===== src/rtl/gtc_pkg.sv =====
package gtc_pkg;
  typedef enum logic [1:0] {
    SYNC_PAUSE_HI = 2'd0,
    SYNC_CLR_FALL = 2'd1,
    SYNC_CLR_RISE = 2'd2,
    SYNC_ONCE     = 2'd3
  } sync_kind_e;

  localparam int unsigned MODE_W    = 16;
  localparam int unsigned CTL_W     = 10;
  localparam int unsigned B_SYNC_EN = 0;
  localparam int unsigned B_KIND_LO = 1;
  localparam int unsigned B_RST_TGT = 3;
  localparam int unsigned B_IRQ_TGT = 4;
  localparam int unsigned B_IRQ_OVF = 5;
  localparam int unsigned B_REPEAT  = 6;
  localparam int unsigned B_TOGGLE  = 7;
endpackage


===== src/rtl/gtc_gate.sv =====
module gtc_gate
  import gtc_pkg::*;
(
  input  logic       clk,
  input  logic       rst_n,
  input  logic       gate_i,
  input  logic       sync_en_i,
  input  logic [1:0] kind_i,
  output logic       run_o,
  output logic       clr_o,
  output logic       drop_o
);
  logic gate_q;
  logic rise, fall;

  always_ff @(posedge clk or negedge rst_n) begin
    if (!rst_n) gate_q <= 1'b0;
    else        gate_q <= gate_i;
  end

  always_comb begin
    rise   = gate_i & ~gate_q;
    fall   = ~gate_i & gate_q;
    run_o  = 1'b1;
    clr_o  = 1'b0;
    drop_o = 1'b0;
    if (sync_en_i) begin
      unique case (sync_kind_e'(kind_i))
        SYNC_PAUSE_HI: run_o = ~gate_i;
        SYNC_CLR_FALL: clr_o = fall;
        SYNC_CLR_RISE: begin
          run_o = gate_i;
          clr_o = rise;
        end
        SYNC_ONCE: begin
          run_o  = gate_i;
          drop_o = fall;
        end
        default: run_o = 1'b1;
      endcase
    end
  end
endmodule


===== src/rtl/gtc_irq.sv =====
module gtc_irq #(
  parameter int unsigned PULSE_LEN = 3
) (
  input  logic clk,
  input  logic rst_n,
  input  logic clr_i,
  input  logic event_i,
  input  logic toggle_i,
  input  logic repeat_i,
  output logic req_n_o,
  output logic irq_n_o
);
  localparam int unsigned PW = $clog2(PULSE_LEN + 1);

  logic          req_n_q, req_n_d;
  logic          done_q, done_d;
  logic [PW-1:0] pcnt_q, pcnt_d;

  always_comb begin
    req_n_d = req_n_q;
    done_d  = done_q;
    pcnt_d  = (pcnt_q != '0) ? pcnt_q - 1'b1 : '0;
    if (clr_i) begin
      req_n_d = 1'b1;
      done_d  = 1'b0;
      pcnt_d  = '0;
    end else if (event_i) begin
      if (toggle_i) begin
        req_n_d = ~req_n_q;
      end else begin
        req_n_d = 1'b1;
        done_d  = 1'b1;
        if (!done_q || repeat_i) pcnt_d = PW'(PULSE_LEN);
      end
    end
  end

  always_ff @(posedge clk or negedge rst_n) begin
    if (!rst_n) begin
      req_n_q <= 1'b1;
      done_q  <= 1'b0;
      pcnt_q  <= '0;
    end else begin
      req_n_q <= req_n_d;
      done_q  <= done_d;
      pcnt_q  <= pcnt_d;
    end
  end

  assign req_n_o = req_n_q;
  assign irq_n_o = req_n_q & (pcnt_q == '0);

  p_pulse_level_high_r11: assert property (@(posedge clk) disable iff (!rst_n)
    !toggle_i |-> req_n_q);
  p_single_shot_r11: assert property (@(posedge clk) disable iff (!rst_n)
    (event_i && !toggle_i && done_q && !repeat_i && !clr_i && pcnt_q == '0) |=> irq_n_o);
  p_release_r13: assert property (@(posedge clk) disable iff (!rst_n)
    clr_i |=> irq_n_o);
endmodule


===== src/rtl/gate_timer_channel.sv =====
module gate_timer_channel
  import gtc_pkg::*;
#(
  parameter int unsigned CNT_W     = 16,
  parameter int unsigned WD_W      = 32,
  parameter int unsigned PULSE_LEN = 3
) (
  input  logic              clk,
  input  logic              rst_n,
  input  logic              tick_i,
  input  logic              gate_i,
  input  logic              mode_we_i,
  input  logic [MODE_W-1:0] mode_wdata_i,
  input  logic              mode_re_i,
  input  logic              cnt_we_i,
  input  logic [WD_W-1:0]   cnt_wdata_i,
  input  logic              tgt_we_i,
  input  logic [WD_W-1:0]   tgt_wdata_i,
  output logic [CNT_W-1:0]  count_o,
  output logic [MODE_W-1:0] mode_o,
  output logic [CNT_W-1:0]  target_o,
  output logic              irq_n_o
);
  localparam logic [CNT_W-1:0] ALL_ONES = {CNT_W{1'b1}};

  logic [CNT_W-1:0] cnt_q, cnt_d, tgt_q, tgt_d;
  logic [CTL_W-1:0] ctl_q, ctl_d;
  logic             tflag_q, tflag_d, oflag_q, oflag_d;
  logic             run, gclr, drop, req_n;
  logic [CNT_W-1:0] base, raw, reduced;
  logic             inc, eval, hit_t, hit_o, irq_ev;

  gtc_gate u_gate (
    .clk       (clk),
    .rst_n     (rst_n),
    .gate_i    (gate_i),
    .sync_en_i (ctl_q[B_SYNC_EN]),
    .kind_i    (ctl_q[B_KIND_LO +: 2]),
    .run_o     (run),
    .clr_o     (gclr),
    .drop_o    (drop)
  );

  always_comb begin
    base    = gclr ? '0 : cnt_q;
    inc     = tick_i & run;
    raw     = cnt_we_i ? cnt_wdata_i[CNT_W-1:0] : base + CNT_W'(inc);
    tgt_d   = tgt_we_i ? tgt_wdata_i[CNT_W-1:0] : tgt_q;
    eval    = (cnt_we_i | tgt_we_i | inc) & ~mode_we_i;
    hit_t   = eval & (raw == tgt_d);
    reduced = (hit_t & ctl_q[B_RST_TGT] & (tgt_d != '0)) ? '0 : raw;
    hit_o   = eval & (reduced == ALL_ONES);
    cnt_d   = (mode_we_i | hit_o) ? '0 : reduced;
    ctl_d   = ctl_q;
    if (mode_we_i)  ctl_d = mode_wdata_i[CTL_W-1:0];
    else if (drop)  ctl_d[B_SYNC_EN] = 1'b0;
    tflag_d = (tflag_q & ~mode_re_i) | hit_t;
    oflag_d = (oflag_q & ~mode_re_i) | hit_o;
    irq_ev  = (hit_t & ctl_q[B_IRQ_TGT]) | (hit_o & ctl_q[B_IRQ_OVF]);
  end

  always_ff @(posedge clk or negedge rst_n) begin
    if (!rst_n) begin
      cnt_q   <= '0;
      tgt_q   <= '0;
      ctl_q   <= '0;
      tflag_q <= 1'b0;
      oflag_q <= 1'b0;
    end else begin
      cnt_q   <= cnt_d;
      tgt_q   <= tgt_d;
      ctl_q   <= ctl_d;
      tflag_q <= tflag_d;
      oflag_q <= oflag_d;
    end
  end

  gtc_irq #(.PULSE_LEN(PULSE_LEN)) u_irq (
    .clk      (clk),
    .rst_n    (rst_n),
    .clr_i    (mode_we_i),
    .event_i  (irq_ev),
    .toggle_i (ctl_q[B_TOGGLE]),
    .repeat_i (ctl_q[B_REPEAT]),
    .req_n_o  (req_n),
    .irq_n_o  (irq_n_o)
  );

  assign count_o  = cnt_q;
  assign target_o = tgt_q;
  assign mode_o   = MODE_W'({oflag_q, tflag_q, req_n, ctl_q});

  p_never_all_ones_r9: assert property (@(posedge clk) disable iff (!rst_n)
    count_o != ALL_ONES);
  p_pause_holds_r4: assert property (@(posedge clk) disable iff (!rst_n)
    (ctl_q[B_SYNC_EN] && ctl_q[2:1] == 2'd0 && gate_i && !mode_we_i && !cnt_we_i && !tgt_we_i)
      |=> $stable(count_o));
  p_flag_sticky_r10: assert property (@(posedge clk) disable iff (!rst_n)
    (mode_o[11] && !mode_re_i) |=> mode_o[11]);
  p_mode_write_clears_r2: assert property (@(posedge clk) disable iff (!rst_n)
    mode_we_i |=> (count_o == '0));
endmodule


===== config.mk =====
export PLATFORM = sky130hd
export DESIGN_NAME = gate_timer_channel
export DESIGN_NICKNAME = d
export VERILOG_FILES = /design/src/rtl/gtc_pkg.sv /design/src/rtl/gtc_gate.sv /design/src/rtl/gtc_irq.sv /design/src/rtl/gate_timer_channel.sv
export SDC_FILE = /design/constraint.sdc
export NUM_CORES = 1
export LEC_CHECK = 0
export BUFFER_PORTS_ARGS = -buffer_cell sky130_fd_sc_hd__buf_2
export CAP_MARGIN = 20
export CORE_UTILIZATION = 44
export CTS_CLUSTER_DIAMETER = 120
export CTS_CLUSTER_SIZE = 14
export DETAILED_ROUTE_END_ITERATION = 10
export PLACE_DENSITY_LB_ADDON = 0.25
export REMOVE_ABC_BUFFERS = 1
export SETUP_SLACK_MARGIN = 0.15
export SLEW_MARGIN = 20
export SYNTH_ARGS = -nofsm -noshare
export SYNTH_HDL_FRONTEND = slang
export SYNTH_HIERARCHICAL = 1
export SYNTH_SLANG_ARGS = --single-unit

===== constraint.sdc =====
create_clock -name clk -period 4.57 [get_ports clk]
set_clock_uncertainty 0.05 [all_clocks]
set_input_delay 0.457 -clock clk [delete_from_list [all_inputs] [get_ports clk]]
set_output_delay 0.457 -clock clk [all_outputs]
set_load 0.02 [all_outputs]

==> impl.org <==
** Status
- The flow ran to the end, and the final reports show no timing, DRC or antenna violations.

** Worst hold path
- Hold crit path type :: primary input to async pin

** STA
- RSZ-0062 raised after global routing :: false
- Based on the critical path, the design can be clocked at up to ~0.23 GHz.
- After layout, the minimum clock period comes to 4.26 ns.
- The final-report max-slew violation count was 0.
- Endpoints failing setup :: 0
- The final critical path takes up 93.1% of the cycle.
- At the pin with the least slew margin, the transition time is 0.797 ns.
- Setup slack on the critical path of the routed design comes to between 0.3 and 0.4 ns.
- Number of endpoints with negative hold slack in the final report :: 0
- Relative max-transition margin :: 46.5%

** GRT
- Overall track demand over capacity in global routing :: 21.9%
- Vias in the first global route :: 2591
- Final global-route overflow total :: 0
- Maximum number of pins on one net before global-route repair :: 50
- The first global-routing pass estimated 12.7 mm of wire.
- Initial antenna violation count :: 0

** Setup path
- Cell with the largest stage delay on the worst path :: a311oi_1
- Source of the critical timing path :: ctl_q[1]
- Critical path data arrival time :: 4.45 ns
- In this run the critical register-to-register path is captured at u_irq/req_n_o.
- Crit path max fanout :: 8
- STA puts the critical path data required time at 4.76 ns.
- Critical path capture point type :: flop
- Critical path type :: flop to flop
- Following the worst setup path forward leads to its endpoint at u_irq/req_n_o.
- The worst setup path is launched from a flop.
- List of cells traversed by the critical path :: inv_1 > ha_1 > nor3b_2 > o21ai_2 > and2_1 > ha_1 > ha_1 > nand4_1 > buf_4 > nor4_1 > a311oi_1 > xnor2_1 > nor4_1 > and4_1 > and4_2 > o32ai_2 > buf_4 > o21ai_0 > nand2b_1
- The worst register-to-register path has a setup slack of 0.31 ns.
- The startpoint identified for the worst register-to-register timing path is ctl_q[1].
- CP peak stage delay :: 0.68 ns
- Most numerous cell on the critical path :: ha_1
- Worst reg-to-reg path cell count :: 19

** Clocking
- In this run the deepest clock path goes through 2 buffers.
- In this run the clock root is driven by a clkbuf_8.
- After clock tree synthesis, the clock-pin slew on the worst setup and hold paths is roughly 0.090 ns.
- Hold repair after CTS inserted 0 buffers.
- H-tree levels :: 2
- TritonCTS built the clock tree.
- The number of clock buffers added by TritonCTS is 5.
- Clock sink total :: about 50
- Clock latency on the worst-skew pair, taken at its later pin, is approximately 0.30 ns.

** Detailed routing
- Antenna violation net count after detailed routing :: 0
- Routed via count divided by cell count :: 5.38
- Routed length per placed instance :: 16.1 µm
- The first routing iteration left between 200 and 250 violations.
- DRC viols :: 0
- After detailed routing, the total wire length is 8.22 mm.
- The first TritonRoute pass finished after 5 iterations.
- Vias post-DR :: roughly 2700

** Logic synthesis
- Unique masters post-synth :: 67
- Portion of synthesized cell area occupied by the leading cell type :: 37.5%
- Ranked by total cell area, the synthesized netlist is headed by dfrtp_1, mux2i_1, xnor2_1.
- Synth Instances :: approximately 320
- Most area-hungry cell type in the Yosys netlist :: dfrtp_1
- Yosys warns :: 6
- After synthesis, the mean cell area works out to 10.1 µm².
- Most common cell in the synthesized netlist :: dfrtp_1
- For this run, the leading register cell type out of synthesis is dfrtp_1.
- Total standard cell area after synthesis :: about 3200 µm²
- Most instantiated cells after synthesis :: dfrtp_1, inv_1, xnor2_1
- Fraction of registers with async set/reset :: 100%
- After synthesis the netlist holds a flip-flop and latch count of 49.
- Proportion of synthesized chip area in sequential cells :: 38.4%
- Number of enable-type register cells in the synthesized netlist :: 0

** Cells and area
- Finished Layout Cells :: approximately 510
- Fraction of final layout cells sized beyond drive strength 1 :: 39.3%
- Final antenna diode count :: 0
- The net count of the finished layout is 509.
- The area growth from synthesis to layout is 23.7%.

** Power
- Dividing total power by cell area gives a power density of ~280 nW/µm².
- Summed over all cells, the static leakage comes to about 0.0018 µW.
- IR analysis of the VDD net gives a maximum drop of 0.121 mV.

** Run
- Across the run, the number of max-cap violations was 0.

** Placement
- Buffers on Ports :: 95
- Total placed cells including tap cells :: around 500
- Once detailed placement completed, the half-perimeter wirelength came to 6.19 mm.
- At the end of routability-driven placement, the weighted congestion stood at 0.944.
- Setup slack at placement :: 0.185 ns

** Floorplan
- The initial utilization of the core area, before any placement, comes to 46.3%.
- Area of the core :: 6910 µm²
- During I/O placement, the number of pins put on the boundary was 137.
- In this run the core area contains 30 standard-cell rows.
- In this run the vertical extent of the chip is just under 90 µm.
- Die Wd :: 87.3 µm
- The floorplan step defined a die boundary enclosing 7620 µm².
[stage by stage]
stage | util [%] | hold slack [ns] | total power, µW | TNS [ns] | instance area [µm²]
after global placement | 54.6 | 0.431 | 773 | 0 | 3770
after floorplan | - | 0.111 | 667 | -0.480 | 3080
after global routing | 57.3 | 0.256 | 1160 | 0 | 3960
after detailed placement | 54.6 | 0.448 | 780 | 0 | 3770
after CTS | 56.4 | 0.228 | 1110 | 0 | 3900
final | 57.3 | 0.207 | 1100 | 0 | 3960
[how the worst min path moves through the flow]
stage | from | end | cells past startpoint
6_report | rst_n | target_o[0] | 2
5_1_grt | rst_n | count_o[11] | 2
4_1_cts | rst_n | ctl_q[2] | 2
3_5_place_dp | ctl_q[9] | ctl_q[9] | 1
3_3_place_gp | u_irq/done_q | u_irq/done_q | 2
2_1_floorplan | rst_n | count_o[0] | 0
[per-layer routing]
layer,GRT usage [%],vias up,part of all wire [%]
met5,0,-,0
met4,5.66,0,1.3
met3,3.98,10,5.6
met2,37.6,106,48
met1,28.5,1295,45
li1,-,1336,-
[area by class of cell]
class | instances | area [µm²]
fill | 650 | 2950
multi-input combinational | 222 | 1810
sequential | 49 | 1230
timing repair buffer | 109 | 584
tap | 96 | 120
inverter | 27 | 101
clock buffer | 7 | 86.3
clock inverter | 1 | 30.0
[where the power goes]
group          internal (µW)  switching (µW)  leakage [µW]
logic                    114             173       0.00115
registers                465            24.6      0.000609
clock network            179             145     0.0000585
total                    758             343       0.00181
[sequential cells by signal, indices dropped and copies added (netlist names)]
register,flops
u_gate/gate_q,1
u_irq/req_n_o,1
oflag_q,1
tflag_q,1
ctl_q,10
u_irq/done_q,1
u_irq/pcnt_q,2
target_o,16
count_o,16
[cell usage in the layout, fill, tap and decap left out, drive strengths merged, types with 11 or more instances in the layout]
| master | instances |
|---|---|
| inv | 27 |
| mux2i | 18 |
| nor2 | 14 |
| nor4 | 19 |
| a21oi | 11 |
| buf | 109 |
| dfrtp | 48 |
| xnor2 | 19 |
| o21ai | 11 |
| nand2 | 15 |
[timing repair]
item / in CTS / in global routing
buffers inserted: 0 / 1
pin swaps: 0 / 0
resized for setup: 1 / 10
setup endpoints to repair: 1 / 21
[kinds of logic after synthesis]
family | count (synthesis) | share of synthesized area, %
buffers and inverters | 48 | 7.12
other | 1 | 0.117
muxes | 27 | 8.80
xor gates and xnor gates | 28 | 7.67
AOI/OAI and AO/OA | 53 | 13.0
and+or+nand+nor | 104 | 22.2
adders and majority gates | 7 | 2.74
DFF | 49 | 38.4
[worst max-delay path: cells and delay by family, from the launching register on]
family / cells / cell delay [ns]
simple gates: 8 / 1.41
xor+xnor: 1 / 0.12
fa+ha+maj: 3 / 0.72
buf+inv: 3 / 0.41
compound gates: 4 / 1.04
flops: 1 / 0.44
Note: power is estimated with default switching activity, not from simulation.
